--- src/rtl/boot_chk_pkg.sv ---
package boot_chk_pkg;

  localparam logic [31:0] BOOT_MARKER   = 32'h2701_1970;
  localparam int unsigned RESV_BYTE_ADR = 32'h14;
  localparam int unsigned RESV_WORD_IDX = RESV_BYTE_ADR / 4;

  typedef enum logic [1:0] {
    ST_IDLE    = 2'd0,
    ST_READ    = 2'd1,
    ST_COMPARE = 2'd2,
    ST_DONE    = 2'd3
  } boot_st_e;

  // one accumulation step of the page checksum (modulo 2^32)
  function automatic logic [31:0] csum_step(input logic [31:0] acc,
                                            input logic [31:0] word);
    return acc + word;
  endfunction

  function automatic logic is_marker(input logic [31:0] resv);
    return resv == BOOT_MARKER;
  endfunction

  function automatic logic page_accept(input logic [31:0] resv,
                                       input logic [31:0] sum);
    return is_marker(resv) || (resv == sum);
  endfunction

endpackage

--- src/rtl/boot_verdict.sv ---
module boot_verdict (
  input  logic        clk,
  input  logic        rst_n,
  input  logic        decide,
  input  logic [31:0] sum_in,
  input  logic [31:0] resv_in,
  output logic        match_marker,
  output logic        match_sum,
  output logic        done,
  output logic        run_user,
  output logic        enter_download
);
  import boot_chk_pkg::*;

  logic accept;

  assign match_marker = is_marker(resv_in);
  assign match_sum    = (resv_in == sum_in);
  assign accept       = page_accept(resv_in, sum_in);

  always_ff @(posedge clk) begin
    if (!rst_n) begin
      done           <= 1'b0;
      run_user       <= 1'b0;
      enter_download <= 1'b0;
    end else if (decide && !done) begin
      done           <= 1'b1;
      run_user       <= accept;
      enter_download <= !accept;
    end
  end

  assert_excl_R7: assert property (@(posedge clk) disable iff (!rst_n)
    !(run_user && enter_download));

  assert_gated_by_done_R7: assert property (@(posedge clk) disable iff (!rst_n)
    (run_user || enter_download) |-> done);

  assert_sticky_R8: assert property (@(posedge clk) disable iff (!rst_n)
    done |=> (done && $stable(run_user) && $stable(enter_download)));

  assert_one_verdict_R7: assert property (@(posedge clk) disable iff (!rst_n)
    $rose(done) |-> (run_user != enter_download));

  // either match path alone is enough to accept
  assert_either_path_R3: assert property (@(posedge clk) disable iff (!rst_n)
    (decide && !done && (match_marker || match_sum)) |=> run_user);

endmodule

--- config.mk ---
export PLATFORM = sky130hd
export DESIGN_NAME = boot_verdict
export DESIGN_NICKNAME = d
export VERILOG_FILES = /design/src/rtl/boot_chk_pkg.sv /design/src/rtl/boot_verdict.sv
export SDC_FILE = /design/constraint.sdc
export NUM_CORES = 1
export LEC_CHECK = 0
export BUFFER_PORTS_ARGS = -buffer_cell sky130_fd_sc_hd__buf_2
export CORE_UTILIZATION = 31
export DETAILED_ROUTE_END_ITERATION = 10
export HOLD_SLACK_MARGIN = 0.08
export PLACE_DENSITY = 0.78
export SETUP_SLACK_MARGIN = 0.3
export SLEW_MARGIN = 5
export SYNTH_ARGS = -nofsm -noshare
export SYNTH_HDL_FRONTEND = slang
export SYNTH_SLANG_ARGS = --single-unit
--- constraint.sdc ---
create_clock -name clk -period 1.2 [get_ports clk]
set_input_delay 0.12 -clock clk [delete_from_list [all_inputs] [get_ports clk]]
set_output_delay 0.12 -clock clk [all_outputs]
set_load 0.05 [all_outputs]
======== After elaboration in Yosys (flattened, before gate mapping) ========
Index checks and enable logic that the tools add are counted.
operators by class
  equality and inequality tests ........... 2
  reductions and logical operators ........ 4
operator list
  cell                                                                number
  32-bit by 30-bit == test with 1-bit output (second input constant)  1
  32-bit == test                                                      1
  1-bit logical NOT                                                   2
  1-bit logical AND                                                   1
  1-bit logical OR                                                    1
storage, ports and cells
  register bits ........................... 3
  output and inout port bits .............. 5
  logic and storage cells ................. 9

======== Logic depth before layout (Yosys ltp) ========
  depth in word-level cells ............... 3
  gate-level depth with buffers ........... 5
  depth with buffers taken out ............ 5

======== Worst setup path after synthesis ========
No wires, ideal clock.
  path type ............................... input to register
  start point ............................. in resv_in[19]
  end point ............................... reg run_user
  library setup time ...................... 63 ps
  data arrival time ....................... 1906 ps
  required time ........................... 1137 ps
  setup slack ............................. -769 ps
  cell stages on the path ................. 5
  buffers on the path ..................... 0
  path through ............................ nor4_2 -> nand4_1 -> nor4_2 -> nand2b_1 -> o221a_1
between the ends
  cells in the longest elaborated chain, start to end .. 2
  elaborated cells on any way between the ends .. 3
  classes of those cells .................. eq/ne (2); reduce/logical (1)
ends and longest elaborated chain
  what                                        RTL line            text
  start: declaration                          boot_verdict.sv:6   input logic [31:0] resv_in,
  32-bit by 30-bit == test with 1-bit output  -
  via match_marker                            boot_verdict.sv:7   output logic match_marker,
  1-bit logical OR                            boot_chk_pkg.sv:26  return is_marker(resv) || (resv == sum);
  end signal: assignment                      boot_verdict.sv:28  run_user <= accept;
  end: declaration                            boot_verdict.sv:10  output logic run_user,
The timed path passes the listed nets, and every way through them passes these cells.
A chain may end at the register's enable or synchronous reset.

======== Worst setup path in the final report ========
  start point ............................. in resv_in[9]
  end point ............................... out match_marker
between the ends
  cells in the longest elaborated chain, start to end .. 1
ends and longest elaborated chain
  what                                        RTL line            text
  32-bit by 30-bit == test with 1-bit output  boot_chk_pkg.sv:21  return resv == BOOT_MARKER;
  end: declaration                            boot_verdict.sv:7
No other way between the ends.

==> flow_summary.yaml <==
status:
  status: "complete, but fails checks"
  violations: "negative setup slack"
route:
  top_layer_used: "met4"
  met3_length_um: 222
  met2_length_mm: 1.31
  num_vias: 868
  drt_iter0_markers: 18
  wire_per_inst_um: 14.0
  vias_per_cell: 5.02
  routed_wl_mm: 2.43
  drtAntennaViolNets: 0
  drtPass1Iterations: 5
  drc: 0
  m1WireLength_um: 865
clock_tree:
  clockRootBuffer: "clkbuf_4"
  cts_hold_buf: 0
  clock_latency_ps: 240
  cts_tree: "yes"
  cts_buffers: 3
  htreeDepth: 1
  clockBufferDepth: 2
  clk_pin_slew_ps: 40
  clock-sinks: 3
global_route:
  grt_max_degree: 5
  grt_pass1_vias: 876
  grt_usage_pct: 24.6
  grt_pass1_wl_mm: 3.51
  grt-ovfl-total: 0
  grt_antenna_before_repair: 0
cells_and_area:
  num-fill-cells: 110
  diodes: 0
  ff_latch_area_um2: 62.6
  num-nets-final: 217
  final_common_cell: "buf_2"
  final_cell_area_um2: 1240
  multiInputGateArea_um2: 578
  area_growth_pct: 121
  drive_gt1_share_pct: 65.1
  final_cell_mix: "53 x buf_2, 31 x xor2_1, 17 x buf_6, 7 x buf_4, 6 x nor4_1"
  utilization_pct: 77.6
logic_synthesis:
  synth.distinct_cells: 16
  syn-num-nets: 133
  syn_inst: 66
  ys_ff_latch: 3
  yosysSeqAreaShare_pct: 10.7
  synth.cell_area_um2: 559
  synth_warnings: 0
  avgSynthCellArea_um2: 8.47
timing:
  hold_violations: 0
  max_freq_ghz: 0.729
  slew_violations: 0
  skew_ps: 4.10
  setup_ws_ps: -172
  period_needed_ps: 1370
  worst_slew_pin_slew_ps: 255
  rsz0062_at_grt: "yes"
  hold_ws_ps: 95.0
  slew_headroom_pct: 82.9
  finalCritPeriodShare_pct: 114
  setup_violations: 3
worst_hold_path:
  min_path_type: "input port to flip-flop"
  min_to: "done"
  min_from: "decide"
  hold-path-cell-count: 2
power_and_ir_drop:
  fin_total_pwr_uw: 665
  power_switching_uw: 231
  p_int_uw: 434
  p_per_area_nw_per_um2: 538
  ir_drop_mv: 0.404
  switching_share_pct: 34.8
  p_leak_nw: 0.613
  seq_power_share_pct: 17.3
  p_clk_share_pct: 27.7
  pwr-share-comb_pct: 55.0
die:
  die_h_um: 44.5
  coreArea_um2: 1590
  die-area_um2: 1980
  rows: 14
  io_pins: 72
  fp.dieW_um: 44.5
  initial_utilization_pct: 35.1
placement:
  post_dp_cell_area_um2: 1020
  dpl_worst_slack_ps: -244
  hpwl_mm: 1.78
  routabilityCongestion: 0.801
  port_buffers: 71
setup_path:
  crit_path_cell_trace: "buf_8 -> nor4bb_4 -> nand4_1 -> nor4_4 -> buf_6"
  reg2reg_setup_slack_ps: 170
  start_kind: "input port"
  worst-path-max-fanout: 2
  required_ps: 1080
  path_class: "input port to output port"
  slowest_stage: "nor4_4"
  end_kind: "output port"
  worst_path_largest_cell_delay_ps: 340
  worstReg2RegStart: "done"
  worst_ep_arrival_time_ps: 1250
  rr_endpoint: "enter_download"
  r2r_cells: 3
flow_run:
  maxCapViolCount: 0
==> per-stage QoR <==
step | instances | setup TNS (ps)
3_5_place_dp | 167 | -833
2_1_floorplan | 66 | -840
6_report | 173 | -399
5_1_grt | 173 | -650
4_1_cts | 172 | -333
3_3_place_gp | 167 | -863
==> cells in the mapped netlist (all sizes together) <==
| cell | count | share of area (%) |
|---|---|---|
| and4bb | 1 | 2.2 |
| nand2 | 4 | 3.1 |
| o221a | 1 | 2.0 |
| xor2 | 32 | 50 |
| nand4 | 4 | 4.5 |
| o21a | 1 | 1.3 |
| dfxtp | 3 | 11 |
| o32ai | 1 | 1.6 |
| nand2b | 1 | 1.1 |
| nor4 | 11 | 15 |
| nor2 | 3 | 2.0 |
| nor4b | 1 | 1.6 |
| nor4bb | 2 | 3.6 |
| and2b | 1 | 1.6 |
==> layer usage <==
metal,vias up,GRT usage [%]
li1,411,-
met1,390,23.8
met2,63,47.9
met3,4,6.94
met4,0,9.70
met5,-,0
==> worst max path at each step <==
stage | depth (start not counted) | end | from
global placement | 6 | match_sum | resv_in[27]
finish | 5 | match_marker | resv_in[9]
detailed placement | 6 | match_sum | resv_in[27]
floorplan | 5 | run_user | resv_in[10]
global route | 5 | match_marker | resv_in[9]
CTS | 6 | match_sum | sum_in[20]
==> repair_timing <==
item / CTS / global route
endpoints found under the hold margin: 0 / 0
endpoints found under the setup margin: 7 / 7
resized for setup: 20 / 16
buffers inserted: 1 / 1
pin swaps: 14 / 15
==> cells by family after synthesis <==
| kind of cell | Yosys count | share of synthesized area (%) |
|---|---|---|
| XOR/XNOR | 32 | 50.1 |
| AO/OA/AOI/OAI | 3 | 4.92 |
| AND/OR/NAND/NOR | 28 | 34.2 |
| flip-flops | 3 | 10.7 |
==> worst max-delay path: cells and delay by family <==
kind,cells,cell delay (ps)
buffers and inverters,2,300
AND/OR/NAND/NOR,3,830
==> flip-flops by register name, summed over array words and instances (netlist names) <==
signal          flops
done                1
enter_download      1
run_user            1
==> power by group through the flow <==
stage               Clock, mW  Sequential, mW  Combinational (mW)
floorplan                   0           0.139              0.0980
global placement            0           0.113               0.296
detailed placement          0           0.113               0.303
CTS                     0.194           0.113               0.334
global route            0.201           0.116               0.391
finish                  0.184           0.115               0.366
==> final cells by class <==
type,instances,area share [%]
Clock buffer,4,2.13
Multi-Input combinational cell,63,46.8
Sequential cell,3,5.06
Tap cell,24,2.43
Timing Repair Buffer,79,43.6
(Power assumes the default switching activity.)
